==> config.mk <==
export PLATFORM = sky130hd
export DESIGN_NAME = i2c_burst_seq
export DESIGN_NICKNAME = d
export VERILOG_FILES = /design/src/rtl/i2cs_pkg.sv /design/src/rtl/i2cs_ctrl_reg.sv /design/src/rtl/i2cs_engine.sv /design/src/rtl/i2c_burst_seq.sv
export SDC_FILE = /design/constraint.sdc
export NUM_CORES = 1
export LEC_CHECK = 0
export BUFFER_PORTS_ARGS = -buffer_cell sky130_fd_sc_hd__buf_2
export CAP_MARGIN = 20
export CORE_MARGIN = 5
export CORE_UTILIZATION = 30
export CTS_BUF_LIST = sky130_fd_sc_hd__clkbuf_8
export DETAILED_ROUTE_END_ITERATION = 8
export PLACE_DENSITY = 0.58
export SETUP_SLACK_MARGIN = 0.4
export SLEW_MARGIN = 20
export SYNTH_ARGS = -nofsm -noshare
export SYNTH_HDL_FRONTEND = slang
export SYNTH_SLANG_ARGS = --single-unit
==> constraint.sdc <==
create_clock -name clk -period 2.3 [get_ports clk]
set_clock_uncertainty 0.1 [all_clocks]
set_input_delay 0.115 -clock clk [delete_from_list [all_inputs] [get_ports clk]]
set_output_delay 0.115 -clock clk [all_outputs]
set_load 0.01 [all_outputs]
==> src/rtl/i2cs_pkg.sv <==
// Shared encodings for the I2C burst sequencer: command opcodes,
// sequencer states and control-byte bit positions.
package i2cs_pkg;
    typedef enum logic [1:0] {
        OP_ADDR  = 2'd0,
        OP_SEND  = 2'd1,
        OP_RECV  = 2'd2,
        OP_STOP  = 2'd3
    } op_e;

    typedef enum logic [2:0] {
        ST_IDLE,
        ST_ADDR,
        ST_DATA,
        ST_STOP,
        ST_ABORT,
        ST_FIN
    } seq_st_e;

    localparam int CB_GO    = 0;
    localparam int CB_READ  = 1;
    localparam int CB_HOLD  = 2;
    localparam int CB_STOPE = 3;
    localparam int CB_LEN   = 4;   // two-bit field [5:4]
    localparam int CB_ABORT = 7;
endpackage

==> src/rtl/i2cs_ctrl_reg.sv <==
// Control register of the burst sequencer.
// Stores a host control write while the sequencer is idle, never keeps the
// go bit, and decodes launch and abort requests from the written value.
// Assumes ctrl_wr is a single-cycle strobe.
module i2cs_ctrl_reg
    import i2cs_pkg::*;
(
    input  logic       clk,
    input  logic       rst_n,
    input  logic       ctrl_wr,
    input  logic [7:0] ctrl_wdata,
    input  logic       busy,
    input  logic       bus_held,
    output logic [7:0] ctrl_q,
    output logic       launch,
    output logic       abort_req
);
    logic accept;

    // A write counts only while no burst is running.
    assign accept    = ctrl_wr && !busy;
    assign abort_req = accept && ctrl_wdata[CB_ABORT] && bus_held;
    assign launch    = accept && ctrl_wdata[CB_GO] && !abort_req;

    // Hold the control byte; bit 0 is always dropped.
    always_ff @(posedge clk) begin
        if (!rst_n) begin
            ctrl_q <= 8'h00;
        end else if (accept) begin
            ctrl_q <= {ctrl_wdata[7:1], 1'b0};
        end
    end

    a_r12_busy_write_ignored: assert property (@(posedge clk) disable iff (!rst_n)
        (ctrl_wr && busy) |=> $stable(ctrl_q));
endmodule

==> src/rtl/i2cs_engine.sv <==
// Sequencing engine: walks through the bytes of a burst, issuing address,
// data and stop commands to the byte-level bus engine, and tracks bus
// ownership, error and abort flags, and the completed-byte count.
// Assumes cmd_done is a one-cycle pulse answering the current command.
module i2cs_engine
    import i2cs_pkg::*;
#(
    parameter int BUF_BYTES = 4,
    localparam int IDX_W = $clog2(BUF_BYTES),
    localparam int CNT_W = $clog2(BUF_BYTES + 1)
) (
    input  logic                   clk,
    input  logic                   rst_n,
    input  logic                   launch,
    input  logic                   abort_req,
    input  logic [7:0]             ctrl_q,
    input  logic [8*BUF_BYTES-1:0] tx_data,
    input  logic [7:0]             addr_reg,
    output logic                   cmd_valid,
    output logic [1:0]             cmd_op,
    output logic [6:0]             cmd_addr,
    output logic                   cmd_rnw,
    output logic [7:0]             cmd_wdata,
    input  logic                   cmd_done,
    input  logic                   cmd_ack,
    input  logic [7:0]             cmd_rdata,
    output logic                   busy,
    output logic                   burst_done,
    output logic                   bus_held,
    output logic                   err,
    output logic                   abrt,
    output logic [CNT_W-1:0]       xfer_cnt,
    output logic [8*BUF_BYTES-1:0] rx_data
);
    seq_st_e          st;
    logic [IDX_W-1:0] idx;
    logic [CNT_W-1:0] moved;
    logic             last_byte;
    logic             stop_each;

    assign last_byte = (idx == IDX_W'(ctrl_q[CB_LEN +: 2]));
    assign stop_each = ctrl_q[CB_STOPE] || !ctrl_q[CB_HOLD];

    // Drive the command presented to the byte engine from the state.
    always_comb begin
        cmd_valid = (st == ST_ADDR) || (st == ST_DATA) || (st == ST_STOP) || (st == ST_ABORT);
        unique case (st)
            ST_ADDR: cmd_op = OP_ADDR;
            ST_DATA: cmd_op = ctrl_q[CB_READ] ? OP_RECV : OP_SEND;
            default: cmd_op = OP_STOP;
        endcase
        cmd_addr  = addr_reg[7:1];
        cmd_rnw   = ctrl_q[CB_READ];
        cmd_wdata = tx_data[8*idx +: 8];
    end

    assign busy       = (st != ST_IDLE);
    assign burst_done = (st == ST_FIN);

    // Advance the burst one command at a time and keep flags and count.
    always_ff @(posedge clk) begin
        if (!rst_n) begin
            st       <= ST_IDLE;
            idx      <= '0;
            moved    <= '0;
            bus_held <= 1'b0;
            err      <= 1'b0;
            abrt     <= 1'b0;
            xfer_cnt <= '0;
            rx_data  <= '0;
        end else begin
            unique case (st)
                ST_IDLE: begin
                    if (abort_req) begin
                        st <= ST_ABORT;
                    end else if (launch) begin
                        idx   <= '0;
                        moved <= '0;
                        st    <= bus_held ? ST_DATA : ST_ADDR;
                    end
                end
                ST_ADDR: if (cmd_done) begin
                    if (cmd_ack) begin
                        err      <= 1'b0;
                        bus_held <= 1'b1;
                        st       <= ST_DATA;
                    end else begin
                        err  <= 1'b1;
                        abrt <= 1'b1;
                        st   <= ST_FIN;
                    end
                end
                ST_DATA: if (cmd_done) begin
                    if (cmd_ack) begin
                        if (ctrl_q[CB_READ]) rx_data[8*idx +: 8] <= cmd_rdata;
                        moved <= moved + CNT_W'(1);
                        if (stop_each) begin
                            st <= ST_STOP;
                        end else if (last_byte) begin
                            st <= ST_FIN;
                        end else begin
                            idx <= idx + IDX_W'(1);
                        end
                    end else begin
                        err  <= 1'b1;
                        abrt <= 1'b1;
                        st   <= ST_FIN;
                    end
                end
                ST_STOP: if (cmd_done) begin
                    bus_held <= 1'b0;
                    if (last_byte) begin
                        st <= ST_FIN;
                    end else begin
                        idx <= idx + IDX_W'(1);
                        st  <= ST_ADDR;
                    end
                end
                ST_ABORT: if (cmd_done) begin
                    bus_held <= 1'b0;
                    st       <= ST_IDLE;
                end
                ST_FIN: begin
                    xfer_cnt <= moved;
                    st       <= ST_IDLE;
                end
                default: st <= ST_IDLE;
            endcase
        end
    end

    a_r4_cmd_held: assert property (@(posedge clk) disable iff (!rst_n)
        (cmd_valid && !cmd_done) |=> (cmd_valid && $stable(cmd_op)));
    a_r10_count_bound: assert property (@(posedge clk) disable iff (!rst_n)
        xfer_cnt <= CNT_W'(BUF_BYTES));
endmodule

==> src/rtl/i2c_burst_seq.sv <==
// Top of the I2C burst sequencer: joins the control register and the
// sequencing engine and forms the extended status byte.
// Assumes a byte-level bus engine answers each command with cmd_done.
module i2c_burst_seq
    import i2cs_pkg::*;
#(
    parameter int BUF_BYTES = 4,
    localparam int CNT_W = $clog2(BUF_BYTES + 1)
) (
    input  logic                   clk,
    input  logic                   rst_n,
    input  logic                   ctrl_wr,
    input  logic [7:0]             ctrl_wdata,
    input  logic [7:0]             addr_reg,
    input  logic [8*BUF_BYTES-1:0] tx_data,
    output logic                   cmd_valid,
    output logic [1:0]             cmd_op,
    output logic [6:0]             cmd_addr,
    output logic                   cmd_rnw,
    output logic [7:0]             cmd_wdata,
    input  logic                   cmd_done,
    input  logic                   cmd_ack,
    input  logic [7:0]             cmd_rdata,
    output logic                   busy,
    output logic                   burst_done,
    output logic [7:0]             ctrl_q,
    output logic                   err,
    output logic [7:0]             ext_status,
    output logic [CNT_W-1:0]       xfer_cnt,
    output logic [8*BUF_BYTES-1:0] rx_data
);
    logic launch, abort_req, bus_held, abrt;

    i2cs_ctrl_reg i_ctrl (
        .clk(clk), .rst_n(rst_n), .ctrl_wr(ctrl_wr), .ctrl_wdata(ctrl_wdata),
        .busy(busy), .bus_held(bus_held), .ctrl_q(ctrl_q),
        .launch(launch), .abort_req(abort_req)
    );

    i2cs_engine #(.BUF_BYTES(BUF_BYTES)) i_eng (
        .clk(clk), .rst_n(rst_n), .launch(launch), .abort_req(abort_req),
        .ctrl_q(ctrl_q), .tx_data(tx_data), .addr_reg(addr_reg),
        .cmd_valid(cmd_valid), .cmd_op(cmd_op), .cmd_addr(cmd_addr),
        .cmd_rnw(cmd_rnw), .cmd_wdata(cmd_wdata), .cmd_done(cmd_done),
        .cmd_ack(cmd_ack), .cmd_rdata(cmd_rdata), .busy(busy),
        .burst_done(burst_done), .bus_held(bus_held), .err(err), .abrt(abrt),
        .xfer_cnt(xfer_cnt), .rx_data(rx_data)
    );

    // Bus state nibble 4 (free) or 5 (held), abort flag in bit 0.
    assign ext_status = {3'b010, bus_held, 3'b000, abrt};

    a_r7_addr_nack: assert property (@(posedge clk) disable iff (!rst_n)
        (cmd_valid && cmd_done && !cmd_ack && cmd_op == OP_ADDR) |=> (err && ext_status[0]));
    a_r8_data_nack: assert property (@(posedge clk) disable iff (!rst_n)
        (cmd_valid && cmd_done && !cmd_ack && (cmd_op == OP_SEND || cmd_op == OP_RECV))
        |=> (err && ext_status[0] && ext_status[4]));
    a_r9_addr_ack_clears: assert property (@(posedge clk) disable iff (!rst_n)
        (cmd_valid && cmd_done && cmd_ack && cmd_op == OP_ADDR) |=> (!err && ext_status[4]));
    a_r5_stop_frees: assert property (@(posedge clk) disable iff (!rst_n)
        (cmd_valid && cmd_done && cmd_op == OP_STOP) |=> !ext_status[4]);
endmodule

=== After elaboration in Yosys (flattened, before gate mapping) ===
Index checks and enable logic that the tools add are counted.
Widths: inputs -> output; s select.

* Flip-flop bits (word level): 53
* Output and inout port bits: 73
* Logic and storage cells: 100
* Input bits: 61

* $add $sub $neg: 3
* Equality and inequality tests: 19
* Mux-type cells: 38
* Shift operators: 3
* Reductions and logical operators: 27
* Bitwise gates (word level): 1

{| class="wikitable"
|+ Operators with widths
! kind !! count
|-
| $mux 3 || 15
|-
| $neg 5->34 || 1
|-
| $shift 8x34->32 const A || 1
|-
| $shiftx 8x34->32 || 1
|-
| $bwmux 32 || 1
|-
| $shiftx 32x6->8 || 1
|-
| $ne 2x2->1 const B || 10
|-
| $mux 2 || 9
|-
| $pmux 3 s5 || 1
|-
| $reduce_and 4->1 || 3
|-
| $mux 1 || 7
|-
| $reduce_and 7->1 || 1
|-
| $eq 3x2->1 const B || 2
|-
| $eq 3x3->1 const B || 2
|-
| $pmux 2 s3 || 1
|-
| $pmux 3 s2 || 1
|-
| $reduce_and 6->1 || 1
|-
| $reduce_bool 2->1 || 3
|-
| $reduce_bool 3->1 || 2
|-
| $logic_and 1x1->1 || 5
|-
| $reduce_and 5->1 || 1
|-
| $logic_or 1x1->1 || 4
|-
| $ne 4x2->1 const B || 1
|-
| $pmux 1 s2 || 2
|-
| other kinds (12) || 15
|}

=== Longest topological paths before layout ===
* Depth in word-level cells: 10
* Mapped depth: 9
* Depth with buffers taken out: 6

=== Modules after synthesis ===
A second synthesis with hierarchy kept.

* Cell total of the unflattened synthesis: 337
* Area, all modules: 2877.8 um^2

{| class="wikitable"
|+ Modules (own cells, without submodules)
! module !! area each (um^2) !! times used !! cells an instance !! sequential area each (um^2)
|-
| i2cs_engine || 2483.6 || 1 || 291 || 920.9
|-
| i2cs_ctrl_reg || 326.6 || 1 || 36 || 140.1
|-
| i2c_burst_seq || 67.6 || 1 || 10 || 0.0
|}

=== Worst setup path before layout ===
Ideal clock, no wire load.

* Path kind: register to register
* From: reg i_eng.idx[0]
* To: reg i_eng.rx_data[6]
* Clock period less this slack: 2.471 ns
* Setup time: 0.070 ns
* Slack: -0.171 ns
* Data arrival time: 2.301 ns
* Cell stages (with the launch flop): 9
* Buffers on the path: 2
* Data required time: 2.130 ns
* Cell sequence: dfxtp_1 -> clkbuf_1 -> buf_2 -> inv_1 -> ha_1 -> nor3b_1 -> nand2_1 -> or2_2 -> a21oi_1

* Longest elaborated chain between the ends: 3
* Elaborated cells between the ends (all ways): 4
* Classes of those cells: add/sub (1); shift (2); mux (1)

{| class="wikitable"
|+ RTL lines
! element !! RTL line !! source
|-
| from (decl) || i2cs_engine.sv:36 || <nowiki>logic [IDX_W-1:0] idx;</nowiki>
|-
| from (signal assigned) || i2cs_engine.sv:102 || <nowiki>idx <= idx + IDX_W'(1);</nowiki>
|-
| from (signal assigned) || i2cs_engine.sv:115 || <nowiki>idx <= idx + IDX_W'(1);</nowiki>
|-
| $neg 5->34 (*) || i2cs_engine.sv:95 || <nowiki>if (ctrl_q[CB_READ]) rx_data[8*idx +: 8] <= cmd_rdata;</nowiki>
|-
| $shiftx 8x34->32 / $shift 8x34->32 (equally long branches) || i2cs_engine.sv:95 ||
|-
| $bwmux 32 (*) || i2cs_engine.sv:95 ||
|-
| to (signal, indexed assignment) || i2cs_engine.sv:95 ||
|-
| to (decl) || i2cs_engine.sv:33 || <nowiki>output logic [8*BUF_BYTES-1:0] rx_data</nowiki>
|}

Mark *: on every way between the ends. The rest lies on a longest branch, timed or not.
A chain may end at the register's enable or synchronous reset.

=== Worst setup path in the final report ===
* From: reg i_eng.st[0]
* To: reg i_eng.st[1]

* Longest elaborated chain between the ends: 9
* Elaborated cells between the ends (all ways): 22
* Classes of those cells: eq/ne (10); mux (2); reduce/logical (10)

{| class="wikitable"
|+ RTL lines
! element !! RTL line !! source
|-
| from (decl) || i2cs_engine.sv:35 || <nowiki>seq_st_e st;</nowiki>
|-
| from (signal assigned) || i2cs_engine.sv:79 || <nowiki>st <= bus_held ? ST_DATA : ST_ADDR;</nowiki>
|-
| $reduce_bool 3->1 || i2cs_engine.sv:57 || <nowiki>assign busy = (st != ST_IDLE);</nowiki>
|-
| $logic_not 1->1 || i2cs_ctrl_reg.sv:21 || <nowiki>assign accept = ctrl_wr && !busy;</nowiki>
|-
| $logic_and 1x1->1 || i2cs_ctrl_reg.sv:21 ||
|-
| $logic_and 1x1->1 (2 in series) || i2cs_ctrl_reg.sv:22 || <nowiki>assign abort_req = accept && ctrl_wdata[CB_ABORT] && bus_held;</nowiki>
|-
| $logic_not 1->1 || i2cs_ctrl_reg.sv:23 || <nowiki>assign launch = accept && ctrl_wdata[CB_GO] && !abort_req;</nowiki>
|-
| $logic_and 1x1->1 || i2cs_ctrl_reg.sv:23 ||
|-
| $ne 3x3->1 (no line) || - ||
|-
| $reduce_and 6->1 (no line) || - ||
|}

Parallel ways exist; a longest one is shown, timed or not.

==> results_dict.tcl <==
set metrics [dict create \
    synth_edf_count 0 \
    drtAntennaViolNets 0 \
    dpl_cell_area_mm2 0.00360 \
    cp-startpoint "i_eng.st[0]" \
    outcome "completed" \
    io_buffers 111 \
    final_area_mm2 0.00387 \
    ys_ff_latch 53 \
    wl_mm 8.06 \
    antenna_found_initial 0 \
    syn_area_mm2 0.00292 \
    drc_errors 0 \
    path_class "flip-flop to flip-flop" \
    dieHeight_um 109 \
    setup_viol_count_final 0 \
    die_w_um 109 \
    synth_ff_type "dfxtp_1" \
    slew_headroom 0.657 \
    crit_required_ps 2390 \
    worst_pin_slew_ps 514 \
    setup_ws_ps 436 \
    hold_viol_final 0 \
    p_per_area_mw_per_mm2 758 \
    regToRegSetupSlack_ps 440 \
    startpoint_type "flip-flop" \
    cpPeakStageDelay_ps 390 \
    tns_ps 0 \
    fin_crit_ps 1860 \
    gr-total-overflow 0 \
    path_buf_inv 0 \
    reg2reg_depth 4 \
    grt_pass1_vias 2662 \
    worstPathArrival_ps 1950 \
    cp_num_cells 4 \
    clk_pin_slew_ps 80 \
    crit_path_max_fanout 10 \
    r2r-start "i_eng.st[0]" \
    leakagePower_nw 1.62 \
    clock_latency_ps 310 \
    clkSinkCount 53 \
    cts_buffer_depth 2 \
    hpwlAfterDp_mm 6.16 \
    fin_crit_sh 0.810 \
    max_freq_ghz 0.536 \
    syn2layout_area_growth_pct 32.6 \
    cts_tree "done" \
    initialDrtViolationCount 106 \
    fin_util 0.401 \
    rows 36 \
    yosysSeqAreaShare 0.364 \
    first_pass_iters 4 \
    layout-drive-gt1-share 0.426 \
    yosys_warnings 0 \
    grt_max_degree 49 \
    crit_end "i_eng.st[1]" \
    slew_viol_final 0 \
    cts_root_buffer "clkbuf_8" \
    io_pins 134 \
    end_kind "flip-flop" \
    cp_top_family "simple AND/OR/NAND/NOR gates" \
    dieArea_mm2 0.0118 \
    antennaDiodeCount 0 \
    grt_pass1_wl_mm 12.6 \
    start_util 0.302 \
    place.gp.congestion 0.866 \
    synth-async-reset-ratio 0 \
    fp.coreArea_mm2 0.00964 \
    cts_buffers 5 \
    rsz0062_at_grt "true" \
    syn_inst 361 \
    hold_path.class "input port to flip-flop" \
    track_usage 0.133 \
    htreeDepth 2 \
    avgSynthCellArea_um2 8.08 \
    nNetsFinal 542 \
    cap_violations 0 \
    crit_top_cell "or2_2" \
    worstPathCellList "or2_2 > o21a_2 > or2_2 > o311a_1" \
    ir_drop_uv 560 \
    yosysUniqueCellTypes 43 \
    slowest_stage "dfxtp_4" \
    rr_endpoint "i_eng.st[1]" \
    vias 2828 \
    avgViaCountPerCell 4.64 \
    wl_per_cell_um 13.2 \
    dp_slack_ps 309 \
]
## worst reg2reg max path, cell delays in order, from the launching register on
cell and delay, ps:
dfxtp_4 390, or2_2 340, o21a_2 250, or2_2 320, o311a_1 360
## cell families after synthesis
group                    Yosys count  share of synthesized area
AO/OA/AOI/OAI                     76                      0.164
XOR/XNOR                           2                    0.00601
adder cells (fa/ha/maj)            6                     0.0258
buffers and inverters             44                     0.0841
flip-flops                        53                      0.364
multiplexers                      11                     0.0721
other                              2                    0.00258
AND/OR/NAND/NOR                  167                      0.281
## metrics by stage
| step | hold WS [ps] | total power [mW] | std cells |
|---|---|---|---|
| 2_1_floorplan | 146 | 1.94 | 366 |
| 3_3_place_gp | 130 | 2.26 | 588 |
| 3_5_place_dp | 130 | 2.28 | 588 |
| 4_1_cts | 3.43 | 2.84 | 603 |
| 5_1_grt | 13.7 | 3.13 | 609 |
| 6_report | 12.6 | 2.93 | 609 |
## area by class of cell
cell class	instances	area [um^2]
Fill cell	1031	5770
Multi-Input combinational cell	269	1720
Sequential cell	53	1070
Timing Repair Buffer	138	792
Tap cell	133	166
Clock buffer	5	68.8
Inverter	8	32.5
Clock inverter	3	17.5
## how the worst min path moves through the flow
stage / startpoint / to / slack (ps) / cells past startpoint
4_1_cts: rst_n / i_eng.st[1] / 3 / 2
3_5_place_dp: addr_reg[4] / cmd_addr[3] / 130 / 0
3_3_place_gp: addr_reg[4] / cmd_addr[3] / 130 / 0
5_1_grt: rst_n / i_eng.st[1] / 10 / 2
2_1_floorplan: rst_n / i_eng.st[1] / 150 / 1
6_report: rst_n / i_eng.st[1] / 10 / 2
## power breakdown
group | switching, mW | internal [mW]
logic | 0.684 | 0.634
registers | 0.0886 | 0.990
clock network | 0.320 | 0.214
## cell usage after synthesis (2+ instances only)
cell      count  area [um^2]
nand2_1      91          342
dfxtp_1      53         1060
a21oi_1      49          245
or2_2        35          219
buf_4        17          128
nand3_1      10         50.1
clkbuf_1      9         33.8
inv_1         8         30.0
mux4_2        8          180
buf_2         7         35.0
nor2_1        7         26.3
ha_1          6         75.1
nand2b_1      6         37.5
a211oi_1      4         30.0
o21ai_0       4         20.0
o31ai_1       4         30.0
and3b_1       3         26.3
mux2i_1       3         30.0
nor2b_1       3         18.8
nor3_1        3         15.0
nor3b_1       3         22.5
buf_1         2         7.51
conb_1        2         7.51
o21a_1        2         15.0
o21bai_1      2         15.0
or4_1         2         15.0
xnor2_1       2         17.5
## routing by layer
layer	up-vias	wire length (um)	track usage
li1	1431	-	-
met1	1312	3470	0.166
met2	73	3960	0.228
met3	12	527	0.0322
met4	0	106	0.0397
met5	-	0	0
## cell usage in the layout (no fill, tap or decap), drive strengths merged, types with 2 or more instances in the layout
cell type,n
a21oi,49
dfxtp,53
nand2,91
o21bai,2
ha,6
dlygate4sd3,7
or2,35
a211oi,4
nor2,7
clkbuf,5
conb,7
a2111oi,2
mux2i,3
nor3,3
nand2b,6
nand3,10
o31ai,4
and3b,3
xnor2,2
buf,131
o21a,2
o21ai,4
inv,10
nor2b,3
or4,2
mux4,8
nor3b,3
## flip-flops by register name, indices dropped and copies added (netlist names)
register        count
i_eng.st            3
i_eng.idx           2
i_eng.moved         3
i_eng.err           1
i_eng.abrt          1
i_ctrl.ctrl_q       7
i_eng.bus_held      1
i_eng.rx_data      32
i_eng.xfer_cnt      3
## timing repair
item,in CTS,in global routing
pin swaps,0,1
hold endpoints to repair,7,0
gates cloned,0,0
hold buffers,7,0
setup endpoints to repair,29,39
buffers inserted,0,6
resized for setup,4,13
No activity file was read; power rests on OpenSTA's default activity.
